## src/rtl/voice_out_seq.sv

```systemverilog
module voice_out_seq #(
  parameter int NV      = 8,
  parameter int VOL_W   = 8,
  parameter int CLK_DIV = 4
) (
  input  logic                  clk,
  input  logic                  rst_n,
  input  logic                  tick,
  input  logic                  smp_wr,
  input  logic [$clog2(NV)-1:0] smp_voice,
  input  logic [7:0]            smp_code,
  input  logic [VOL_W-1:0]      smp_vol,
  output logic                  sclk,
  output logic                  mosi,
  output logic                  cs_sel_n,
  output logic                  cs_vol_n,
  output logic                  cs_dac_n,
  output logic                  busy,
  output logic                  overrun
);
  localparam int VW   = $clog2(NV);
  localparam int HALF = CLK_DIV / 2;
  localparam int DC_W = (HALF > 1) ? $clog2(HALF) : 1;
  localparam int SH_A = (NV > VOL_W) ? NV : VOL_W;
  localparam int SH_W = (SH_A > 12) ? SH_A : 12;
  localparam int BC_W = $clog2(SH_W + 1);

  typedef enum logic [1:0] {S_IDLE, S_XFER, S_GAP} st_t;

  st_t             st;
  logic [7:0]      code_q [NV];
  logic [VOL_W-1:0] vol_q [NV];
  logic [VW-1:0]   v;
  logic [1:0]      ph;
  logic [SH_W-1:0] sh;
  logic [BC_W-1:0] bc, len_q;
  logic [DC_W-1:0] dc;
  logic            sclk_q, ovr_q;
  logic [2:0]      csn_q;

  wire half_end  = (dc == DC_W'(HALF - 1));
  wire last_slot = (ph == 2'd2) && (v == VW'(NV - 1));

  logic [1:0]      ld_ph;
  logic [VW-1:0]   ld_v;
  logic [SH_W-1:0] ld_word;
  logic [BC_W-1:0] ld_len;
  logic [7:0]      c;
  logic [12:0]     mag;
  logic [10:0]     g;

  always_comb begin
    if (st == S_IDLE) begin
      ld_ph = 2'd0;
      ld_v  = '0;
    end else begin
      ld_ph = (ph == 2'd2) ? 2'd0 : ph + 2'd1;
      ld_v  = (ph == 2'd2) ? v + VW'(1) : v;
    end
    c   = code_q[ld_v];
    mag = ((13'(c[3:0]) << 1) + 13'd33) << c[6:4];
    mag = mag - 13'd33;
    g   = mag[12:2];
    case (ld_ph)
      2'd0: begin
        ld_word = SH_W'(NV'(1) << ld_v) << (SH_W - NV);
        ld_len  = BC_W'(NV);
      end
      2'd1: begin
        ld_word = SH_W'(vol_q[ld_v]) << (SH_W - VOL_W);
        ld_len  = BC_W'(VOL_W);
      end
      default: begin
        ld_word = SH_W'(c[7] ? {1'b1, g} : {1'b0, ~g}) << (SH_W - 12);
        ld_len  = BC_W'(12);
      end
    endcase
  end

  always_ff @(posedge clk or negedge rst_n) begin
    if (!rst_n) begin
      for (int i = 0; i < NV; i++) begin
        code_q[i] <= '0;
        vol_q[i]  <= '0;
      end
      st     <= S_IDLE;
      v      <= '0;
      ph     <= '0;
      sh     <= '0;
      bc     <= '0;
      len_q  <= '0;
      dc     <= '0;
      sclk_q <= 1'b0;
      csn_q  <= 3'b111;
      ovr_q  <= 1'b0;
    end else begin
      if (smp_wr) begin
        code_q[smp_voice] <= smp_code;
        vol_q[smp_voice]  <= smp_vol;
      end
      if (tick && st != S_IDLE) ovr_q <= 1'b1;
      case (st)
        S_IDLE: if (tick) begin
          st <= S_XFER; ph <= ld_ph; v <= ld_v; sh <= ld_word; len_q <= ld_len;
          bc <= '0; dc <= '0; sclk_q <= 1'b0; csn_q <= ~(3'b001 << ld_ph);
        end
        S_XFER: if (half_end) begin
          dc     <= '0;
          sclk_q <= ~sclk_q;
          if (sclk_q) begin
            if (bc == len_q - BC_W'(1)) begin
              st    <= S_GAP;
              csn_q <= 3'b111;
            end else begin
              sh <= sh << 1;
              bc <= bc + BC_W'(1);
            end
          end
        end else dc <= dc + DC_W'(1);
        default: if (half_end) begin
          dc <= '0;
          if (last_slot) st <= S_IDLE;
          else begin
            st <= S_XFER; ph <= ld_ph; v <= ld_v; sh <= ld_word; len_q <= ld_len;
            bc <= '0; sclk_q <= 1'b0; csn_q <= ~(3'b001 << ld_ph);
          end
        end else dc <= dc + DC_W'(1);
      endcase
    end
  end

  assign sclk     = sclk_q;
  assign mosi     = (st == S_XFER) & sh[SH_W-1];
  assign cs_sel_n = csn_q[0];
  assign cs_vol_n = csn_q[1];
  assign cs_dac_n = csn_q[2];
  assign busy     = (st != S_IDLE);
  assign overrun  = ovr_q;
endmodule

```

## config.mk

```make
export PLATFORM = sky130hd
export DESIGN_NAME = voice_out_seq
export DESIGN_NICKNAME = d
export VERILOG_FILES = /design/src/rtl/voice_out_seq.sv
export SDC_FILE = /design/constraint.sdc
export NUM_CORES = 1
export LEC_CHECK = 0
export ABC_CLOCK_PERIOD_IN_PS = 4300
export BUFFER_PORTS_ARGS = -buffer_cell sky130_fd_sc_hd__buf_2
export CORE_ASPECT_RATIO = 1.4
export CORE_MARGIN = 1
export CORE_UTILIZATION = 45
export CTS_CLUSTER_SIZE = 28
export DETAILED_ROUTE_END_ITERATION = 12
export PLACE_DENSITY = 0.62
export SYNTH_ARGS = -nofsm -noshare
export SYNTH_HDL_FRONTEND = slang
export SYNTH_SLANG_ARGS = --single-unit
```

## constraint.sdc

```tcl
create_clock -name clk -period 4.3 [get_ports clk]
set_clock_uncertainty 0.1 [all_clocks]
set_input_delay 0.86 -clock clk [delete_from_list [all_inputs] [get_ports clk]]
set_output_delay 0.86 -clock clk [all_outputs]
set_load 0.005 [all_outputs]
```

## After elaboration in Yosys (flattened, before gate mapping)

Index checks and enable logic that the tools add are counted.
W data, S select, Z words.

| cells by class | value |
|---|---|
| order comparisons | 3 |
| multiplexer cells | 64 |
| reduce and logical (&&, ||, !) cells | 13 |
| div/mod/pow operators | 0 |
| $add $sub $neg | 7 |
| multipliers | 0 |
| shift operators | 3 |
| bitwise gates (word level) | 7 |
| equality and inequality tests | 12 |

Operators with widths:

| kind | count |
|---|---|
| $bwmux W64 | 2 |
| $mux W12 | 7 |
| $bmux W8 S3 | 2 |
| $pmux W12 S2 | 2 |
| $mux W8 | 5 |
| $mux W3 | 12 |
| $mux W4 | 9 |
| $demux W8 S3 | 1 |
| $mux W2 | 10 |
| $pmux W4 S2 | 2 |
| $shl A7 B3 Y13 | 1 |
| $sub A13 B6 Y13 const B | 1 |
| $pmux W3 S2 | 2 |
| $reduce_and A6 Y1 | 2 |
| $not A11 Y11 | 1 |
| $ne A2 B2 Y1 const B | 5 |
| $ge A4 B4 Y1 const B | 2 |
| $not A3 Y4 | 2 |
| $pmux W2 S2 | 2 |
| $reduce_and A4 Y1 | 2 |
| $shl A1 B3 Y8 const A | 1 |
| $add A5 B6 Y7 const B | 1 |
| $mux W1 | 7 |
| $reduce_and A5 Y1 | 1 |
| 21 further kinds | 27 |

| storage, ports and cells | value |
|---|---|
| RAM bits | 0 |
| register bits after elaboration | 161 |
| latch bits | 0 |
| output and inout bits | 7 |
| memory bits (read-only) | 0 |
| memories kept | 0 |

## Longest topological paths before layout

| depth | value |
|---|---|
| word-level depth | 16 |
| mapped depth | 15 |
| depth with buffers taken out | 11 |

## Worst setup path after synthesis

No wires, ideal clock.

| timing | value |
|---|---|
| path kind | reg-to-reg |
| start point | register v[1] |
| end point | register sh[7] |
| setup slack | 0.863 ns |
| library setup time | 0.087 ns |
| cell stages (with the launch flop) | 13 |
| arrival | 3.250 ns |
| path buffers | 1 |
| cell sequence | dfrtp_1 ha_1 and4bb_4 a211oi_4 o32ai_1 a211o_1 and2_1 buf_2 a211oi_2 o211ai_2 a211oi_4 or4b_1 o211ai_1 |

| between the ends | value |
|---|---|
| cells in the longest elaborated chain, start to end | 16 |
| elaborated cells on any way between the ends | 25 |
| those cells by class | add/sub (3); eq/ne (2); shift (2); mux (14); bitwise (2); reduce/logical (2) |

RTL lines:

| item | RTL line | text |
|---|---|---|
| start: declaration | 33 | `logic [VW-1:0] v;` |
| start signal: assignment | 87 | `v <= '0;` |
| start signal: assignment | 104 | `st <= S_XFER; ph <= ld_ph; v <= ld_v; sh <= ld_word; len_q <= ld_len;` |
| start signal: assignment | 124 | `st <= S_XFER; ph <= ld_ph; v <= ld_v; sh <= ld_word; len_q <= ld_len;` |
| $add A3 B1 Y3 | 58 | `ld_v = (ph == 2'd2) ? v + VW'(1) : v;` |
| $mux W3 | 58 |  |
| $mux W3 | 53 | `if (st == S_IDLE) begin` |
| $not A3 Y4 (not written as such) | 60, 70 |  |
| $bmux W8 S3 | 60 | `c = code_q[ld_v];` |
| $mux W8 (not written as such) (2 in series) | 60 |  |
| $add A5 B6 Y7 | 61 | `mag = ((13'(c[3:0]) << 1) + 13'd33) << c[6:4];` |
| $shl A7 B3 Y13 | 61 |  |
| $sub A13 B6 Y13 | 62 | `mag = mag - 13'd33;` |
| $not A11 Y11 | 74 | `ld_word = SH_W'(c[7] ? {1'b1, g} : {1'b0, ~g}) << (SH_W - 12);` |
| $mux W12 | 74 |  |
| $pmux W12 S2 | 64 | `case (ld_ph)` |
| $mux W12 | 122 | `if (last_slot) st <= S_IDLE;` |
| $mux W12 | 120 | `default: if (half_end) begin` |
| $pmux W12 S2 | 102 | `case (st)` |
| end signal: assignment | 115 | `sh <= sh << 1;` |
| end: declaration | 35 | `logic [SH_W-1:0] sh;` |

Several ways; a longest one is shown, not always the timed one. The select of a mux whose other input is x is not followed.
A chain may end at the register's enable or synchronous reset.

## Worst setup path after layout

| timing | value |
|---|---|
| start point | register ph[1] |
| end point | register sh[7] |

| between the ends | value |
|---|---|
| cells in the longest elaborated chain, start to end | 16 |
| elaborated cells on any way between the ends | 29 |
| those cells by class | add/sub (3); eq/ne (3); shift (2); mux (16); bitwise (2); reduce/logical (3) |

RTL lines:

| item | RTL line | text |
|---|---|---|
| start: declaration | 34 | `logic [1:0] ph;` |
| start signal: assignment | 88 | `ph <= '0;` |
| start signal: assignment | 104 |  |
| start signal: assignment | 124 |  |
| $eq A2 B2 Y1 | 42, 57, 58 |  |
| $mux W3 | 58 |  |
| $mux W3 | 53 |  |
| $not A3 Y4 (not written as such) | 60, 70 |  |
| $bmux W8 S3 | 60 |  |
| $mux W8 (not written as such) (2 in series) | 60 |  |
| $add A5 B6 Y7 | 61 |  |
| $shl A7 B3 Y13 | 61 |  |
| $sub A13 B6 Y13 | 62 |  |
| $not A11 Y11 | 74 |  |
| $mux W12 | 74 |  |
| $pmux W12 S2 | 64 |  |
| $mux W12 | 122 |  |
| $mux W12 | 120 |  |
| $pmux W12 S2 | 102 |  |

Several ways; a longest one is shown, not always the timed one. The select of a mux whose other input is x is not followed.

==> summary.md <==
| Metric | Value |
|---|---|
| Number of global-route vias before repair | 6390 |
| Psw | 3.10 mW |
| Post-DP HPWL | 15.6 mm |
| Reg2reg start | ph[1] |
| Most Frequent Cell on Critical Path | o211ai_1 |
| HP Class | input port to async pin |
| Vias per cell | 5.95 |
| CP endpoint kind | flip-flop |
| Slew HR | 43.6% |
| Initial antenna violation count | 0 |
| NumNets Final | 815 |
| Status | finished, final reports clean |
| Synthesized area per cell | 11.0 µm² |
| Internal Power | 4.14 mW |
| Setup TNS | 0 ns |
| Die area | 18900 µm² |
| Worst VDD drop | 312 µV |
| Area growth, synth to finish | 13.1% |
| Final wirelength | 22.0 mm |
| Clock Root Buffer | clkbuf_16 |
| Routability cong. | 0.953 |
| Number of setup violations in the final report | 0 |
| Clock power frac | 20.5% |
| Initial Util | 46.0% |
| # diodes | 0 |
| Fin util | 52.0% |
| Pin count of the biggest net entering global routing | 80 |
| IO Pins | 30 |
| Placed Area | 8780 µm² |
| Post-Syn Instances | 754 |
| Synth Warn # | 0 |
| DRT antenna net count | 0 |
| Mapped Nets | 780 |
| Post-synth top area share | 47.2% |
| Total CTS buffers | 17 |
| First-pass GRT wire length | 35.0 mm |
| Pwr dens | 773 nW/µm² |
| Cts hold-fix bufs | 0 |
| Core Footprint | 18000 µm² |
| Inst Count DP | 1010 |
| DRC Markers | 0 |
| Row cnt | 58 |
| Critical path's slowest cell | dfrtp_1 |
| Clock Sinks | 159 |
| Post-layout min period | 4.02 ns |
| CP max FO | 15 |
| Critical path class | flip-flop to flip-flop |
| Initial DRC Count | 448 |
| Hold Fails Final Rpt | 0 |
| Global Route Usage Sum | 24.9% |
| Final Max Slew Viols | 0 |
| Drt first pass iters | 5 |
| # port buffers | 29 |
| Die Ht | 162 µm |
| Synthesized flop and latch total | 159 |
| Crit path DAT | 4.26 ns |
| Share of layout cells above drive strength 1 | 30.8% |
| Filler cell count | 1675 |
| Global route total overflow | 0 |
| H-tree depth | 4 |
| Top post-synthesis cells by area | dfrtp_1, mux2_2, nand2_1, o21ai_0, o221ai_1 |
| Max Cap Viol | 0 |
| Setup crit start | ph[1] |
| CP peak stage delay | 0.67 ns |
| Top FF cell, synth | dfrtp_1 |
| Drt wl/cell | 21.1 µm |
| Async SR Flop Fraction | 100% |
| Bufs on Longest Clock Path | 2 |
| Vias | 6200 |
| CP Launch Type | flip-flop |
| Flop pwr share | 29.8% |
| Mapped Area | 8270 µm² |
| Crit path required time | 4.54 ns |
| Fmax | 248 MHz |
| CTS tree | built |
| Sw Share | 42.8% |
| Comb pwr share | 49.7% |
| Count of flip-flops with a built-in enable after synthesis | 0 |
| Setup Fix Bufs, Post-CTS | 0 |
| Cell taking the most area after synthesis | dfrtp_1 |
| RSZ-0062 raised after global routing | false |
| Netlist cell types | 76 |
| Clock Latency Late Sink | 0.43 ns |
| Layout Cells excl Fill | 1042 |
| Seq/Total Area, Yosys | 48.1% |
| Clock-pin slew on the worst setup and hold paths | 0.07 ns |
| Slew @ Worst Pin | 0.842 ns |
| Fin area | 9360 µm² |
| Crit share post-route | 93.6% |
| Cells along the critical path | and2b_1, mux2i_4, or2_1, buf_4, a311oi_1, o22a_1, o211ai_1, o211ai_2, a211oi_4, or4b_1, o211ai_1 |
| Static leakage | 3.89 nW |
| Die width | 117 µm |
==> power groups by stage <==
stage / Combinational, mW / Sequential (mW) / Clock, mW
2_1_floorplan: 2.62 / 2.07 / 0
3_3_place_gp: 3.50 / 2.16 / 0
3_5_place_dp: 3.54 / 2.18 / 0
4_1_cts: 3.57 / 2.15 / 1.51
5_1_grt: 3.91 / 2.20 / 1.57
6_report: 3.59 / 2.16 / 1.48
==> registers in the layout (all words and copies together) (netlist names), 2 cells and up <==
register / count
csn_q: 3
vol_q: 64
bc: 4
st: 2
code_q: 64
ph: 2
v: 3
sh: 12
len_q: 2
==> area by class of cell <==
type                    instances  area [µm²]  share of cell area [%]
repair buffers                 60         384                    4.11
clock inverters                15         150                    1.60
well taps                     240         300                    3.21
inverters                      16        60.1                   0.642
flip-flops and latches        159        3980                    42.6
clock buffers                  17         425                    4.55
multi-input cells             535        4050                    43.3
==> Yosys cell counts (all sizes together), types with 4 or more instances <==
cell type / n
dfrtp: 156
mux2: 126
nand2: 99
o21ai: 35
nor2: 30
a21oi: 27
clkbuf: 23
buf: 21
nand2b: 18
o221ai: 18
inv: 16
o211ai: 15
a31oi: 13
mux2i: 10
o22ai: 10
a211oi: 9
nand3: 9
xnor2: 9
a311oi: 8
a22oi: 7
and2: 7
nor3: 6
nand4b: 5
or2: 5
a221o: 4
nand3b: 4
nor3b: 4
==> what timing repair did <==
action,in CTS,in global routing
resized for setup,0,1
endpoints found under the hold margin,0,0
setup endpoints to repair,0,2
==> per-layer routing <==
layer	vias to the layer above	global-route usage, %	share of wire, %
li1	2844	-	-
met1	3124	31.1	41
met2	189	42.7	52
met3	43	4.61	4.6
met4	0	8.86	2.4
met5	-	0	0
==> path summary, 6_finish.rpt <==
kind	to	slack [ns]	cells after the start
worst max-delay path	sh[7]	0.28	11
worst min-delay path	code_q[12]	0.36	1
worst max register to register	sh[7]	0.28	11
worst min register to register	overrun	0.37	1
max in group asynchronous	csn_q[0]	2.82	2
min in group clk	overrun	0.37	1
==> worst max-delay path, delay by kind of cell (launching register included) <==
family,cells,cell delay [ns]
multiplexers,1,0.43
flip-flops,1,0.67
AO/OA/AOI/OAI,6,1.35
AND/OR/NAND/NOR,3,1.12
buffers and inverters,1,0.27
==> through the flow <==
step	setup slack (ns)	power, mW	hold slack, ns
floorplan	0.863	4.69	0.345
global placement	0.306	5.66	0.336
detailed placement	0.256	5.72	0.363
CTS	0.222	7.23	0.379
global route	0.0652	7.68	0.404
finish	0.275	7.23	0.363
==> cell usage in the layout (no fill, tap or decap), types with 4 or more instances in the layout <==
master | netlist | final
nor2_1 | 28 | 27
a311oi_1 | 7 | 7
buf_2 | 14 | 28
xnor2_1 | 7 | 7
mux2i_1 | 9 | 9
o211ai_1 | 14 | 14
a21oi_1 | 27 | 27
o21ai_0 | 34 | 34
clkbuf_16 | 0 | 17
and2_1 | 7 | 7
o22ai_1 | 10 | 10
o221ai_1 | 18 | 18
nand3_1 | 9 | 9
dfrtp_1 | 156 | 156
a221o_1 | 4 | 4
a31oi_1 | 12 | 12
nand2_1 | 99 | 99
a211oi_1 | 6 | 6
mux2_2 | 125 | 125
nor3_1 | 6 | 4
buf_4 | 3 | 31
inv_6 | 0 | 5
nand3b_1 | 4 | 4
inv_1 | 15 | 15
nand2b_1 | 18 | 17
a22oi_1 | 7 | 7
nand4b_1 | 5 | 5
==> cells by family (layout without fill, tap and decap cells) <==
logic type | after synthesis | in the layout | share of synthesized area, %
buf+inv | 60 | 108 | 3.25
flops | 159 | 159 | 48.1
xor+xnor | 13 | 13 | 1.86
fa+ha+maj | 3 | 3 | 0.454
compound gates | 179 | 179 | 15.8
mux | 136 | 136 | 18.5
simple gates | 204 | 204 | 11.9
(Power assumes the default switching activity.)
